===== src/rtl/adc_seq_pkg.sv =====
package adc_seq_pkg;

    localparam int RES_W = 12;
    localparam int NCH   = 3;
    localparam int DIV_W = 4;
    localparam int CNT_W = 4;

    typedef enum logic [1:0] {
        MD_TRIPLE = 2'b00,
        MD_SINGLE = 2'b01,
        MD_DUAL   = 2'b10,
        MD_RSVD   = 2'b11
    } mode_e;

    typedef enum logic [1:0] {
        TS_SOFT   = 2'b00,
        TS_MOTOR  = 2'b01,
        TS_EXTPIN = 2'b10,
        TS_NONE   = 2'b11
    } tsel_e;

    typedef enum logic [1:0] {
        ST_IDLE,
        ST_SAMPLE,
        ST_CONV,
        ST_DONE
    } st_e;

    typedef struct packed {
        logic [DIV_W-1:0] div;
        tsel_e            tsel;
        mode_e            mode;
    } cfg_t;

    localparam logic [2:0] A_CTRL = 3'd0;
    localparam logic [2:0] A_GO   = 3'd1;
    localparam logic [2:0] A_PEND = 3'd2;
    localparam logic [2:0] A_RES0 = 3'd4;

    function automatic logic [NCH-1:0] mode_mask(mode_e m);
        case (m)
            MD_TRIPLE: return 3'b111;
            MD_SINGLE: return 3'b001;
            MD_DUAL:   return 3'b011;
            default:   return 3'b000;
        endcase
    endfunction

    function automatic logic [CNT_W-1:0] mode_len(mode_e m);
        case (m)
            MD_TRIPLE: return CNT_W'(11);
            MD_SINGLE: return CNT_W'(9);
            MD_DUAL:   return CNT_W'(10);
            default:   return CNT_W'(0);
        endcase
    endfunction

    function automatic logic mode_ok(mode_e m);
        return m != MD_RSVD;
    endfunction

endpackage


===== src/rtl/adc_clk_div.sv =====
module adc_clk_div
    import adc_seq_pkg::*;
#(
    parameter int DW = DIV_W
) (
    input  logic          clk,
    input  logic          rst,
    input  logic          restart,
    input  logic          run,
    input  logic [DW-1:0] div,
    output logic          tick
);

    logic [DW-1:0] cnt_q;

    always_ff @(posedge clk) begin
        if (rst || restart) begin
            cnt_q <= '0;
        end else if (run) begin
            if (cnt_q == div) cnt_q <= '0;
            else              cnt_q <= cnt_q + 1'b1;
        end
    end

    assign tick = run && (cnt_q == div);

    // the divider phase never passes the programmed limit while running
    assert_div_bound_R3: assert property (@(posedge clk) disable iff (rst)
        (run && $stable(div)) |-> (cnt_q <= div));

endmodule


===== src/rtl/adc_trig_sel.sv =====
module adc_trig_sel
    import adc_seq_pkg::*;
#(
    parameter int SYNC = 2
) (
    input  logic  clk,
    input  logic  rst,
    input  tsel_e tsel,
    input  logic  soft_go,
    input  logic  mot_i,
    input  logic  ext_i,
    output logic  start_req
);

    localparam int NSRC = 2;

    logic [NSRC-1:0] pin_raw;
    logic [NSRC-1:0] hw_rise;

    assign pin_raw = {ext_i, mot_i};

    for (genvar g = 0; g < NSRC; g++) begin : g_src
        logic [SYNC-1:0] sh_q;
        logic            prev_q;

        always_ff @(posedge clk) begin
            if (rst) begin
                sh_q   <= '0;
                prev_q <= 1'b0;
            end else begin
                sh_q   <= {sh_q[SYNC-2:0], pin_raw[g]};
                prev_q <= sh_q[SYNC-1];
            end
        end

        assign hw_rise[g] = sh_q[SYNC-1] && !prev_q;

        // an edge event lasts a single cycle, so a held level yields one start
        assert_edge_pulse_R5: assert property (@(posedge clk) disable iff (rst)
            hw_rise[g] |=> !hw_rise[g]);
    end

    always_comb begin
        case (tsel)
            TS_SOFT:   start_req = soft_go;
            TS_MOTOR:  start_req = hw_rise[0];
            TS_EXTPIN: start_req = hw_rise[1];
            default:   start_req = 1'b0;
        endcase
    end

endmodule


===== src/rtl/adc_conv_ctrl.sv =====
module adc_conv_ctrl
    import adc_seq_pkg::*;
#(
    parameter int N  = NCH,
    parameter int CW = CNT_W,
    parameter int DW = DIV_W
) (
    input  logic          clk,
    input  logic          rst,
    input  logic          start_req,
    input  cfg_t          cfg,
    input  logic          tick,
    output logic          busy,
    output logic [N-1:0]  sh_strobe,
    output logic          conv_done,
    output logic [N-1:0]  res_we,
    output logic          div_restart,
    output logic          div_run,
    output logic [DW-1:0] div_run_val
);

    st_e           st_q;
    logic [N-1:0]  mask_q;
    logic [CW-1:0] len_q;
    logic [CW-1:0] tcnt_q;
    logic [DW-1:0] div_q;
    logic          accept;

    assign accept = (st_q == ST_IDLE) && start_req && mode_ok(cfg.mode);

    always_ff @(posedge clk) begin
        if (rst) begin
            st_q   <= ST_IDLE;
            mask_q <= '0;
            len_q  <= '0;
            tcnt_q <= '0;
            div_q  <= '0;
        end else begin
            case (st_q)
                ST_IDLE: begin
                    if (accept) begin
                        mask_q <= mode_mask(cfg.mode);
                        len_q  <= mode_len(cfg.mode);
                        div_q  <= cfg.div;
                        st_q   <= ST_SAMPLE;
                    end
                end
                ST_SAMPLE: begin
                    tcnt_q <= '0;
                    st_q   <= ST_CONV;
                end
                ST_CONV: begin
                    if (tick) begin
                        if (tcnt_q == len_q - 1'b1) st_q <= ST_DONE;
                        else                        tcnt_q <= tcnt_q + 1'b1;
                    end
                end
                default: st_q <= ST_IDLE;
            endcase
        end
    end

    assign busy        = (st_q != ST_IDLE);
    assign sh_strobe   = (st_q == ST_SAMPLE) ? mask_q : '0;
    assign conv_done   = (st_q == ST_DONE);
    assign res_we      = (st_q == ST_DONE) ? mask_q : '0;
    assign div_restart = (st_q == ST_SAMPLE);
    assign div_run     = (st_q == ST_CONV);
    assign div_run_val = div_q;

    // sample strobes form a single-cycle pulse
    assert_strobe_single_R1: assert property (@(posedge clk) disable iff (rst)
        (|sh_strobe) |=> !(|sh_strobe));

    // a reserved mode leaves the sequencer idle
    assert_rsvd_idle_R2: assert property (@(posedge clk) disable iff (rst)
        (st_q == ST_IDLE && start_req && cfg.mode == MD_RSVD) |=> (st_q == ST_IDLE));

    // the clock-enable count stays below the conversion length
    assert_len_bound_R3: assert property (@(posedge clk) disable iff (rst)
        (st_q == ST_CONV) |-> (tcnt_q < len_q));

    // no restart while a conversion is running
    assert_no_restart_R6: assert property (@(posedge clk) disable iff (rst)
        (st_q != ST_IDLE && start_req) |=> (st_q != ST_SAMPLE));

endmodule


===== src/rtl/adc_seq_top.sv =====
module adc_seq_top
    import adc_seq_pkg::*;
#(
    parameter int SYNC_STAGES = 2
) (
    input  logic                 clk,
    input  logic                 rst,
    input  logic [2:0]           bus_addr,
    input  logic                 bus_wr,
    input  logic [31:0]          bus_wdata,
    output logic [31:0]          bus_rdata,
    input  logic                 mot_trig_i,
    input  logic                 ext_trig_i,
    input  logic [NCH*RES_W-1:0] conv_data_i,
    output logic                 adc_tick_o,
    output logic [NCH-1:0]       sh_strobe_o,
    output logic                 conv_done_o,
    output logic                 busy_o,
    output logic                 eoc_irq_o
);

    cfg_t             cfg_q;
    logic             pend_q;
    logic [RES_W-1:0] res_q [NCH];
    logic             soft_go;
    logic             pend_clr;
    logic             start_req;
    logic             tick;
    logic [NCH-1:0]   res_we;
    logic             div_restart;
    logic             div_run;
    logic [DIV_W-1:0] div_run_val;
    logic             conv_done;
    logic             unused_wbits;

    assign unused_wbits = ^{bus_wdata[31:12], bus_wdata[7:6], bus_wdata[3:2]};

    assign soft_go  = bus_wr && (bus_addr == A_GO)   && bus_wdata[0];
    assign pend_clr = bus_wr && (bus_addr == A_PEND) && bus_wdata[0];

    always_ff @(posedge clk) begin
        if (rst) begin
            cfg_q <= '0;
        end else if (bus_wr && bus_addr == A_CTRL) begin
            cfg_q.mode <= mode_e'(bus_wdata[1:0]);
            cfg_q.tsel <= tsel_e'(bus_wdata[5:4]);
            cfg_q.div  <= bus_wdata[8 +: DIV_W];
        end
    end

    always_ff @(posedge clk) begin
        if (rst)            pend_q <= 1'b0;
        else if (conv_done) pend_q <= 1'b1;
        else if (pend_clr)  pend_q <= 1'b0;
    end

    adc_trig_sel #(.SYNC(SYNC_STAGES)) trig_i (
        .clk       (clk),
        .rst       (rst),
        .tsel      (cfg_q.tsel),
        .soft_go   (soft_go),
        .mot_i     (mot_trig_i),
        .ext_i     (ext_trig_i),
        .start_req (start_req)
    );

    adc_conv_ctrl #(.N(NCH), .CW(CNT_W), .DW(DIV_W)) ctrl_i (
        .clk         (clk),
        .rst         (rst),
        .start_req   (start_req),
        .cfg         (cfg_q),
        .tick        (tick),
        .busy        (busy_o),
        .sh_strobe   (sh_strobe_o),
        .conv_done   (conv_done),
        .res_we      (res_we),
        .div_restart (div_restart),
        .div_run     (div_run),
        .div_run_val (div_run_val)
    );

    adc_clk_div #(.DW(DIV_W)) div_i (
        .clk     (clk),
        .rst     (rst),
        .restart (div_restart),
        .run     (div_run),
        .div     (div_run_val),
        .tick    (tick)
    );

    for (genvar k = 0; k < NCH; k++) begin : g_res
        always_ff @(posedge clk) begin
            if (rst)            res_q[k] <= '0;
            else if (res_we[k]) res_q[k] <= conv_data_i[k*RES_W +: RES_W];
        end

        // a completion that does not include channel k leaves it untouched
        assert_keep_R10: assert property (@(posedge clk) disable iff (rst)
            (conv_done && !res_we[k]) |=> $stable(res_q[k]));
    end

    always_comb begin
        bus_rdata = '0;
        case (bus_addr)
            A_CTRL: begin
                bus_rdata[1:0]       = cfg_q.mode;
                bus_rdata[5:4]       = cfg_q.tsel;
                bus_rdata[8 +: DIV_W] = cfg_q.div;
            end
            A_PEND: bus_rdata[0] = pend_q;
            default: begin
                for (int k = 0; k < NCH; k++) begin
                    if (bus_addr == A_RES0 + 3'(k)) bus_rdata[RES_W-1:0] = res_q[k];
                end
            end
        endcase
    end

    assign adc_tick_o  = tick;
    assign conv_done_o = conv_done;
    assign eoc_irq_o   = pend_q;

    // completion always leaves the pending flag set
    assert_pend_set_R7: assert property (@(posedge clk) disable iff (rst)
        conv_done |=> pend_q);

    // set beats clear when both land in one cycle
    assert_set_wins_R8: assert property (@(posedge clk) disable iff (rst)
        (conv_done && pend_clr) |=> pend_q);

endmodule


===== config.mk =====
export PLATFORM = sky130hd
export DESIGN_NAME = adc_seq_top
export DESIGN_NICKNAME = d
export VERILOG_FILES = /design/src/rtl/adc_seq_pkg.sv /design/src/rtl/adc_clk_div.sv /design/src/rtl/adc_trig_sel.sv /design/src/rtl/adc_conv_ctrl.sv /design/src/rtl/adc_seq_top.sv
export SDC_FILE = /design/constraint.sdc
export NUM_CORES = 1
export LEC_CHECK = 0
export ABC_AREA = 0
export BUFFER_PORTS_ARGS = -buffer_cell sky130_fd_sc_hd__buf_2
export CAP_MARGIN = 20
export CORE_ASPECT_RATIO = 1.25
export CORE_UTILIZATION = 54
export CTS_CLUSTER_SIZE = 40
export DETAILED_ROUTE_END_ITERATION = 10
export PLACE_DENSITY = 0.85
export SETUP_SLACK_MARGIN = 0.3
export SLEW_MARGIN = 25
export SYNTH_ARGS = -nofsm -noshare
export SYNTH_HDL_FRONTEND = slang
export SYNTH_SLANG_ARGS = --single-unit

===== constraint.sdc =====
create_clock -name clk -period 5.8 [get_ports clk]
set_clock_uncertainty 0.05 [all_clocks]
set_input_delay 1.16 -clock clk [delete_from_list [all_inputs] [get_ports clk]]
set_output_delay 1.16 -clock clk [all_outputs]
set_load 0.1 [all_outputs]

# [Word level (Yosys, flattened, before mapping)]
# Memory sizes are Yosys's and may differ from the RTL's.
# Cells that the tools add are included.
[word_totals] ff_bits=36 latch_bits=0 ram_bits=36 mem_bits_ro=0 input_bits=76 output_inout_bits=39 word_cells=102 memories=1
[memory_table] memory="res_q" depth=3 word_bits=12 read_ports=3 rd_clocked_by_memory_dff=0 wr=3 line="adc_seq_top.sv:24" source="logic [RES_W-1:0] res_q [NCH];"
[classes] addsub=3 multipliers=0 n_div=0 order_cmp=0 n_eq_ne=19 shifts=0 muxes=38 bitwise_logic=3 n_reduce_logical=24
[ops] operator="$mux W12" n=6
[ops] operator="$pmux W4 S2" n=2
[ops] operator="$mux W1" n=13
[ops] operator="$mux W4" n=3
[ops] operator="$pmux W4 S3" n=1
[ops] operator="$logic_and A1 B1 Y1" n=10
[ops] operator="$mux W2" n=5
[ops] operator="$eq A3 B3 Y1 const B" n=3
[ops] operator="$pmux W3 S3" n=1
[ops] operator="$add A4 B1 Y4 const B" n=2
[ops] operator="$eq A2 B2 Y1 const B" n=4
[ops] operator="$eq A4 B4 Y1" n=2
[ops] operator="$ne A2 B2 Y1 const B" n=4
[ops] operator="$eq A2 B1 Y1 const B" n=3
[ops] operator="$logic_not A2 Y1" n=3
[ops] operator="$mux W3" n=2
[ops] operator="$pmux W2 S3" n=1
[ops] operator="$reduce_and A3 Y1" n=2
[ops] operator="$reduce_bool A2 Y1" n=3
[ops] operator="$pmux W1 S2" n=2
[ops] operator="$pmux W2 S2" n=1
[ops] operator="$sub A4 B1 Y4 const B" n=1
[ops] operator="$eq A3 B1 Y1 const B" n=1
[ops] operator="$eq A3 B2 Y1 const B" n=1
[ops] operator="other kinds (8)" n=11

# [Longest topological paths before layout]
# Gate-level depths: netlist of run 1.
[logic_depth] depth_word=8 depth_mapped=8 mapped_depth_nobuf=7

# [By module]
# A second synthesis of run 1 with hierarchy kept.
[unflattened] hier_cells=337 area_unflattened_um2=3548.4
[by_module_without_submodules] mod="adc_seq_top" n_inst=1 cells_each=205 area_per_inst_um2=2294.7 seq_area_each_um2=1261.2
[by_module_without_submodules] mod="adc_conv_ctrl" n_inst=1 cells_each=90 area_per_inst_um2=792.0 seq_area_each_um2=280.3
[by_module_without_submodules] mod="adc_clk_div" n_inst=1 cells_each=26 area_per_inst_um2=266.5 seq_area_each_um2=80.1
[by_module_without_submodules] mod="adc_trig_sel" n_inst=1 cells_each=16 area_per_inst_um2=195.2 seq_area_each_um2=120.1

# [Least setup slack after synthesis of run 1]
# No wires, ideal clock.
[synth_timing] path_type="input to output" from="input bus_addr[1]" to="output bus_rdata[10]" arrival_time_ns=4.057 required_ns=4.590 setup_slack_ns=0.533 path_stages=5 cell_sequence="buf_2 -> buf_2 -> nor2_1 -> a22oi_1 -> o21ai_0"
[synth_between] elab_chain_cells=5
[synth_rtl] item="start, declared" line="adc_seq_top.sv:8" source="input logic [2:0] bus_addr,"
[synth_rtl] item="$eq A3 B3 Y1" line="adc_seq_top.sv:113" source="if (bus_addr == A_RES0 + 3'(k)) bus_rdata[RES_W-1:0] = res_q[k];"
[synth_rtl] item="$mux W12 (3 in a row)" line="adc_seq_top.sv:113"
[synth_rtl] item="$pmux W4 S2 (*)" line="adc_seq_top.sv:104" source="case (bus_addr)"
[synth_rtl] item="end, declared" line="adc_seq_top.sv:11" source="output logic [31:0] bus_rdata,"
# Mark *: on every way between the ends. The rest lies on a longest branch, timed or not.

# [Worst setup path after layout of run 1]
[layout_timing] from="input bus_addr[1]" to="output bus_rdata[4]"
[layout_between] elab_chain_cells=5
[layout_rtl] item="$eq A3 B3 Y1" line="adc_seq_top.sv:113"
[layout_rtl] item="$mux W12 (3 in a row)" line="adc_seq_top.sv:113"
[layout_rtl] item="$pmux W2 S2 (*)" line="adc_seq_top.sv:104"
# Marked as above.

==> metrics.md, run 1 <==
| Metric | Value |
|---|---|
| Final hold violations | 0 |
| Tcrit/Tclk final | 68.39% |
| CTS sink cnt | 69 |
| Drt total wl | 7011 µm |
| Initial DRC Count | 169 |
| Delay-heaviest family, CP | simple AND/OR/NAND/NOR gates |
| Layout cells sized above 1 | 25.56% |
| Crit-path most repeated cell | buf_2 |
| Routed met2 length | 3722 µm |
| Worst setup EP type | primary output |
| CTS tree | done |
| Post-synthesis area per instance | 10.13 µm² |
| Final slew viol count | 0 |
| Int Power | 736.7 µW |
| Gate Count Post-Synth | 337 |
| Fin Hold WS | 0.3874 ns |
| Psw | 389.7 µW |
| Delay of the slowest critical-path stage | 0.47 ns |
| Max-slew headroom | 40.88% |
| Pin count of the biggest net entering global routing | 40 |
| Root Buffer | clkbuf_8 |
| M1 WL | 2780 µm |
| Total of fill cells in the finished design | 503 |
| FMAX | 252.1 MHz |
| Post-synth EDFFs | 36 |
| Vias in the first global route | 2545 |
| Synth Cell Area | 3415 µm² |
| CTS buffer count | 9 |
| Starting Density | 55.74% |
| Synthesized flop and latch total | 69 |
| Setup-failing EPs final | 0 |
| Hold Path Class | register to register |
| Status | completed |
| PwrDens | 289.7 nW/µm² |
| Cell Chain, Critical Path | buf_2, and2b_1, and2_1, nand2_1, o21ai_0, buf_2 |
| Clock network power share | 29.4% |
| Total Power Consumption | 1126 µW |
| Die area | 6647 µm² |
| Combinational share of power | 22.2% |
| Nets | 481 |
| Worst setup path category | primary input to primary output |
| Post-cts resize count | 0 |
| CP max FO | 18 |
| DRC violations left | 0 |
| Synth Warn # | 0 |
| Worst skew pair latency | 0.34 ns |
| Peak supply drop | 330.3 µV |
| DR pass1 iterations | 5 |
| Required time of the critical path | 4.59 ns |
| Avg Vias per Cell | 5.258 |
| Routability cong. | 0.7870 |
| Worst-path clk slew | 0.07 ns |
| Post-Route Setup TNS | 0 ns |
| H-tree Lvls | 3 |
| Die Wd | 73.13 µm |
| Initial antenna violation count | 0 |
| Seq/Total Area, Yosys | 51.01% |
| Lkg Pwr | 0.001803 µW |
| Antenna diode count | 0 |
| Switching share of power | 34.59% |
| Total grt overflow | 0 |
| Post-CTS Setup Inserts | 0 |
| Total track usage | 23.20% |
| Top-Level Pins | 115 |
| Port buffer count | 70 |
| Unique masters post-synth | 45 |
| CTS hold repair buffers | 0 |
| Wirelength per Cell | 14.37 µm |
| Final Util | 63.46% |
| Global-route wire length before repair | 11610 µm |
| Core Box Area | 6126 µm² |
| Async set-reset flop share out of synthesis | 0% |
| Min Tclk post-route | 3.966 ns |
| Floorplan row count | 32 |
| Crit path DAT | 2.76 ns |
| Unrepaired setup endpoints after global routing | false |
| Detail Placement HPWL | 5212 µm |
| Die height | 90.91 µm |
| Clock tree buffer depth | 2 |
| Worst Setup Start Kind | primary input |
| Worst slew pin tran | 0.8801 ns |
| Synth Flop Type | edfxtp_1 |
| Top sig layer | met4 |
| Via count | 2566 |
| WL met3 | 368 µm |
| Final antenna-violating net count | 0 |
| P&R area growth vs syn | 13.85% |
| Crit path buffers/inverters | 2 |
| Seq pwr share | 48.3% |
| Slowest cell on crit path | buf_2 |
| Total of max-cap violations | 0 |
-- per-stage QoR --
stage	setup WS (ns)	cells	area (µm²)
2_1_floorplan	0.5334	356	3486
3_3_place_gp	1.875	472	3721
3_5_place_dp	1.842	472	3721
4_1_cts	1.844	488	3887
5_1_grt	1.751	488	3887
6_report	1.834	488	3887
-- cell type report --
class                      instances  area, µm²  share of cell area [%]
inverter                           9      33.78                  0.8690
sequential                        69       1742                   44.80
clock buffer                       9      123.9                   3.186
timing repair buffer              71      357.8                   9.205
multi-input combinational        238       1481                   38.11
tap                               85      106.4                   2.736
clock inverter                     7      42.54                   1.094
-- state kept, by name, indices dropped and copies added, names as in the netlist --
register             cells
cfg_q                    8
ctrl_i.div_run_val       4
ctrl_i.len_q             1
ctrl_i.mask_q            3
ctrl_i.st_q              2
ctrl_i.tcnt_q            4
div_i.cnt_q              4
eoc_irq_o                1
res_q                   36
trig_i.g_src.prev_q      2
trig_i.g_src.sh_q        4
-- power by group through the flow --
stage               clock [µW]  combinational, µW  sequential, µW
CTS                        337                250             544
global placement             0                247             554
floorplan                    0                217             551
global route               359                266             547
finish                     331                250             545
detailed placement           0                250             556
-- kinds of logic (layout without fill, tap and decap cells) --
logic type | Yosys count | in the layout | synth area share (%)
compound gates | 54 | 54 | 9.491
xor+xnor | 8 | 8 | 2.052
fa+ha+maj | 7 | 7 | 2.565
buf+inv | 49 | 96 | 7.695
flops | 69 | 69 | 51.01
mux | 20 | 20 | 6.156
other cells | 1 | 20 | 0.1098
simple gates | 129 | 129 | 20.92
-- cell usage in the layout, fill, tap and decap left out, types with 3 or more instances in the layout --
| cell | Yosys | final |
|---|---|---|
| buf_2 | 3 | 70 |
| nand2_1 | 38 | 38 |
| edfxtp_1 | 36 | 36 |
| dfxtp_1 | 33 | 33 |
| and3_1 | 31 | 31 |
| a21oi_1 | 20 | 20 |
| conb_1 | 1 | 20 |
| o21ai_0 | 15 | 15 |
| mux2i_1 | 12 | 12 |
| nor2_1 | 11 | 11 |
| inv_1 | 9 | 9 |
| and2_1 | 9 | 9 |
| clkbuf_8 | 0 | 9 |
| mux2_2 | 8 | 8 |
| a22oi_1 | 8 | 8 |
| xor2_1 | 7 | 7 |
| nor2b_1 | 7 | 7 |
| ha_1 | 7 | 7 |
| nor3_1 | 6 | 6 |
| and3_2 | 5 | 5 |
| a21o_1 | 4 | 4 |
| or3_1 | 4 | 4 |
| nand3_1 | 4 | 4 |
| clkinv_2 | 0 | 3 |
-- worst paths after layout --
kind	startpoint	end	slack, ns	cells past startpoint
setup / recovery	bus_addr[1]	bus_rdata[4]	1.83	6
hold / removal	trig_i.g_src[0].sh_q[0]	trig_i.g_src[0].sh_q[1]	0.39	1
setup reg to reg	ctrl_i.mask_q[1]	ctrl_i.tcnt_q[3]	3.61	7
hold reg to reg	trig_i.g_src[0].sh_q[0]	trig_i.g_src[0].sh_q[1]	0.39	1
-- metal layers --
layer	vias to the layer above	track usage [%]
li1	1267	-
met1	1201	26.95
met2	86	39.43
met3	12	6.027
met4	0	9.967
met5	-	0
-- Yosys cell counts, types with 2 or more instances --
master	number	area share (%)
inv_1	9	0.99
mux2i_1	12	3.5
clkbuf_1	17	1.9
mux2_2	8	2.6
ha_1	7	2.6
buf_4	20	4.4
edfxtp_1	36	32
nand3_1	4	0.59
or2_1	2	0.37
o21ai_0	15	2.2
and2_1	9	1.6
dfxtp_1	33	19
or3_1	4	0.73
and3_2	5	1.1
nor2b_1	7	1.3
xor2_1	7	1.8
buf_2	3	0.44
and3_1	31	5.7
nor3_1	6	0.88
nor2_1	11	1.2
nand2_1	38	4.2
a22oi_1	8	1.8
a21oi_1	20	2.9
a21o_1	4	0.88
Note: power is estimated with default switching activity, not from simulation.
==> run 2, diff against run 1 <==
--- a/config.mk
+++ b/config.mk
@@ -9,10 +9,10 @@
 export BUFFER_PORTS_ARGS = -buffer_cell sky130_fd_sc_hd__buf_2
 export CAP_MARGIN = 20
 export CORE_ASPECT_RATIO = 1.25
-export CORE_UTILIZATION = 54
+export CORE_UTILIZATION = 46
 export CTS_CLUSTER_SIZE = 40
 export DETAILED_ROUTE_END_ITERATION = 10
-export PLACE_DENSITY = 0.85
+export PLACE_DENSITY = 0.77
 export SETUP_SLACK_MARGIN = 0.3
 export SLEW_MARGIN = 25
 export SYNTH_ARGS = -nofsm -noshare
==> constraint.sdc (replaced) <==
create_clock -name clk -period 3.52 [get_ports clk]
set_clock_uncertainty 0.05 [all_clocks]
set_input_delay 0.704 -clock clk [delete_from_list [all_inputs] [get_ports clk]]
set_output_delay 0.704 -clock clk [all_outputs]
set_load 0.1 [all_outputs]
==> metrics.md, run 2 (synthesis results as in run 1) <==
| Metric | Value |
|---|---|
| Status | completed |
| Max-slew headroom | 43.28% (+2.4 points) |
| Delay of the slowest critical-path stage | 0.44 ns (-0.03 ns) |
| Most flops, register | res_q |
| Critical path depth in cells | 6 (unchanged) |
| Post-CTS Setup Inserts | 0 (unchanged) |
| Layout cells sized above 1 | 27.97% (+2.4 points) |
| Die area | 7774 µm² (+17%) |
| Detail Placement HPWL | 5399 µm (+3.6%) |
| Delay-heaviest family, CP | buffers and inverters |
| Final slew viol count | 0 (unchanged) |
| CP max FO | 17 (-1) |
| Reg2Reg Depth | 7 (unchanged) |
| Die Wd | 79.06 µm (+8.1%) |
| Initial DRC Count | 196 (+16%) |
| CTS sink cnt | 69 (unchanged) |
| CTS buffer count | 9 (unchanged) |
| DR pass1 iterations | 4 (-1) |
| Worst skew pair latency | 0.35 ns (about the same) |
| Avg Vias per Cell | 5.269 (+0.21%) |
| Nets | 482 (+0.21%) |
| Total Power Consumption | 1946 µW (+73%) |
| Worst-path clk slew | 0.07 ns (about the same) |
| P&R area growth vs syn | 16.20% |
| Commonest non-fill, non-tap cells in the layout | 70 x buf_2, 38 x nand2_1, 36 x edfxtp_1, 33 x dfxtp_1, 31 x and3_1 |
| Setup-failing EPs final | 0 (unchanged) |
| Top Registers | res_q: 36 flops, cfg_q: 8 flops |
| Total track usage | 20.27% (-2.9 points) |
| Die height | 98.33 µm (+8.2%) |
| Worst Setup Start Kind | primary input |
| Final Util | 56.18% (-7.3 points) |
| Pin count of the biggest net entering global routing | 40 (unchanged) |
| Slowest cell on crit path | buf_2 |
| Required time of the critical path | 2.77 ns (-1.82 ns) |
| DRC violations left | 0 (unchanged) |
| Clock tree buffer depth | 2 (unchanged) |
| Floorplan row count | 34 (+6.3%) |
| Min Tclk post-route | 3.054 ns |
| Worst slew pin tran | 0.8443 ns (-0.03573 ns) |
| PwrDens | 490.4 nW/µm² (+69%) |
| Met2 track demand over resource | 36.21% (-3.2 points) |
| Peak supply drop | 333.0 µV (+0.81%) |
| Antenna diode count | 0 (unchanged) |
| Root Buffer | clkbuf_8 |
| Routability cong. | 0.8343 (+6.0%) |
| Worst Setup Slack, final | 0.4663 ns (-1.367 ns) |
| Starting Density | 48.35% (-7.4 points) |
| Setup WS pre-CTS | 0.4820 ns (-1.360 ns) |
| Top-Level Pins | 115 (unchanged) |
| Worst Hold Path Cells | 1 (unchanged) |
| Cell Chain, Critical Path | buf_2, and2b_1, and2_1, nand2_1, o21ai_2, buf_2 |
| Top Usage Layer GRT | met2 |
| Crit path DAT | 2.30 ns (-0.46 ns) |
| FMAX | 327.5 MHz |
| Vias in the first global route | 2498 (-1.8%) |
| Post-cts resize count | 0 (unchanged) |
| Unrepaired setup endpoints after global routing | false |
| Grt met3 use | 4.953% (-1.1 points) |
| Grt met1 use | 22.72% (-4.2 points) |
| Wirelength per Cell | 15.21 µm (+5.9%) |
| Worst setup path category | primary input to primary output |
| Tcrit/Tclk final | 86.75% |
| Commonest non-fill, non-tap cell in the layout | buf_2 |
| Core Box Area | 7062 µm² (+15%) |
| Total grt overflow | 0 (unchanged) |
| Port buffer count | 70 (unchanged) |
| Drt total wl | 7514 µm (+7.2%) |
| Hold Path Class | register to register |
| Final antenna-violating net count | 0 (unchanged) |
| H-tree Lvls | 3 (unchanged) |
| Final hold violations | 0 (unchanged) |
| Worst setup EP type | primary output |
| CTS tree | done |
| Crit-path most repeated cell | buf_2 |
| Max FFs per register | 36 (unchanged) |
| Fin Hold WS | 0.3931 ns (+0.005648 ns) |
| Lkg Pwr | 0.001830 µW (+1.5%) |
| Via count | 2603 (+1.4%) |
| Initial antenna violation count | 0 (unchanged) |
| CTS hold repair buffers | 0 (unchanged) |
| Post-Route Setup TNS | 0 ns (unchanged) |
| Total of max-cap violations | 0 (unchanged) |
| Crit path buffers/inverters | 2 (unchanged) |
| Global-route wire length before repair | 11820 µm (+1.8%) |
run 2: final timing paths:
path / slack [ns] / startpoint / endpoint
setup / recovery: 0.47 / bus_addr[0] / bus_rdata[9]
hold / removal: 0.39 / trig_i.g_src[1].sh_q[0] / trig_i.g_src[1].sh_q[1]
setup reg to reg: 1.30 / ctrl_i.mask_q[1] / ctrl_i.tcnt_q[3]
hold reg to reg: 0.39 / trig_i.g_src[1].sh_q[0] / trig_i.g_src[1].sh_q[1]
run 2: per-stage QoR:
step	cells	instance area [µm²]
2_1_floorplan	356	3526
3_3_place_gp	478	3775
3_5_place_dp	478	3775
4_1_cts	494	3965
5_1_grt	494	3968
6_report	494	3968
run 2: area by class of cell:
class	count	area [µm²]
multi-input combinational	238	1524
tap	90	112.6
clock inverter	7	66.31
inverter	9	33.78
fill	622	3094
sequential	69	1742
clock buffer	9	123.9
timing repair buffer	72	365.4
run 2: power breakdown:
group	internal, µW	leakage (µW)	total, µW	switching [µW]
Clock	321	0.0000887	623	302
Sequential	874	0.000639	896	22.5
Combinational	93.6	0.00110	426	333
run 2: layer usage:
layer | vias up | part of all wire [%]
li1 | 1274 | -
met1 | 1224 | 40
met2 | 93 | 52
met3 | 12 | 5.5
met4 | 0 | 1.8
met5 | - | 0
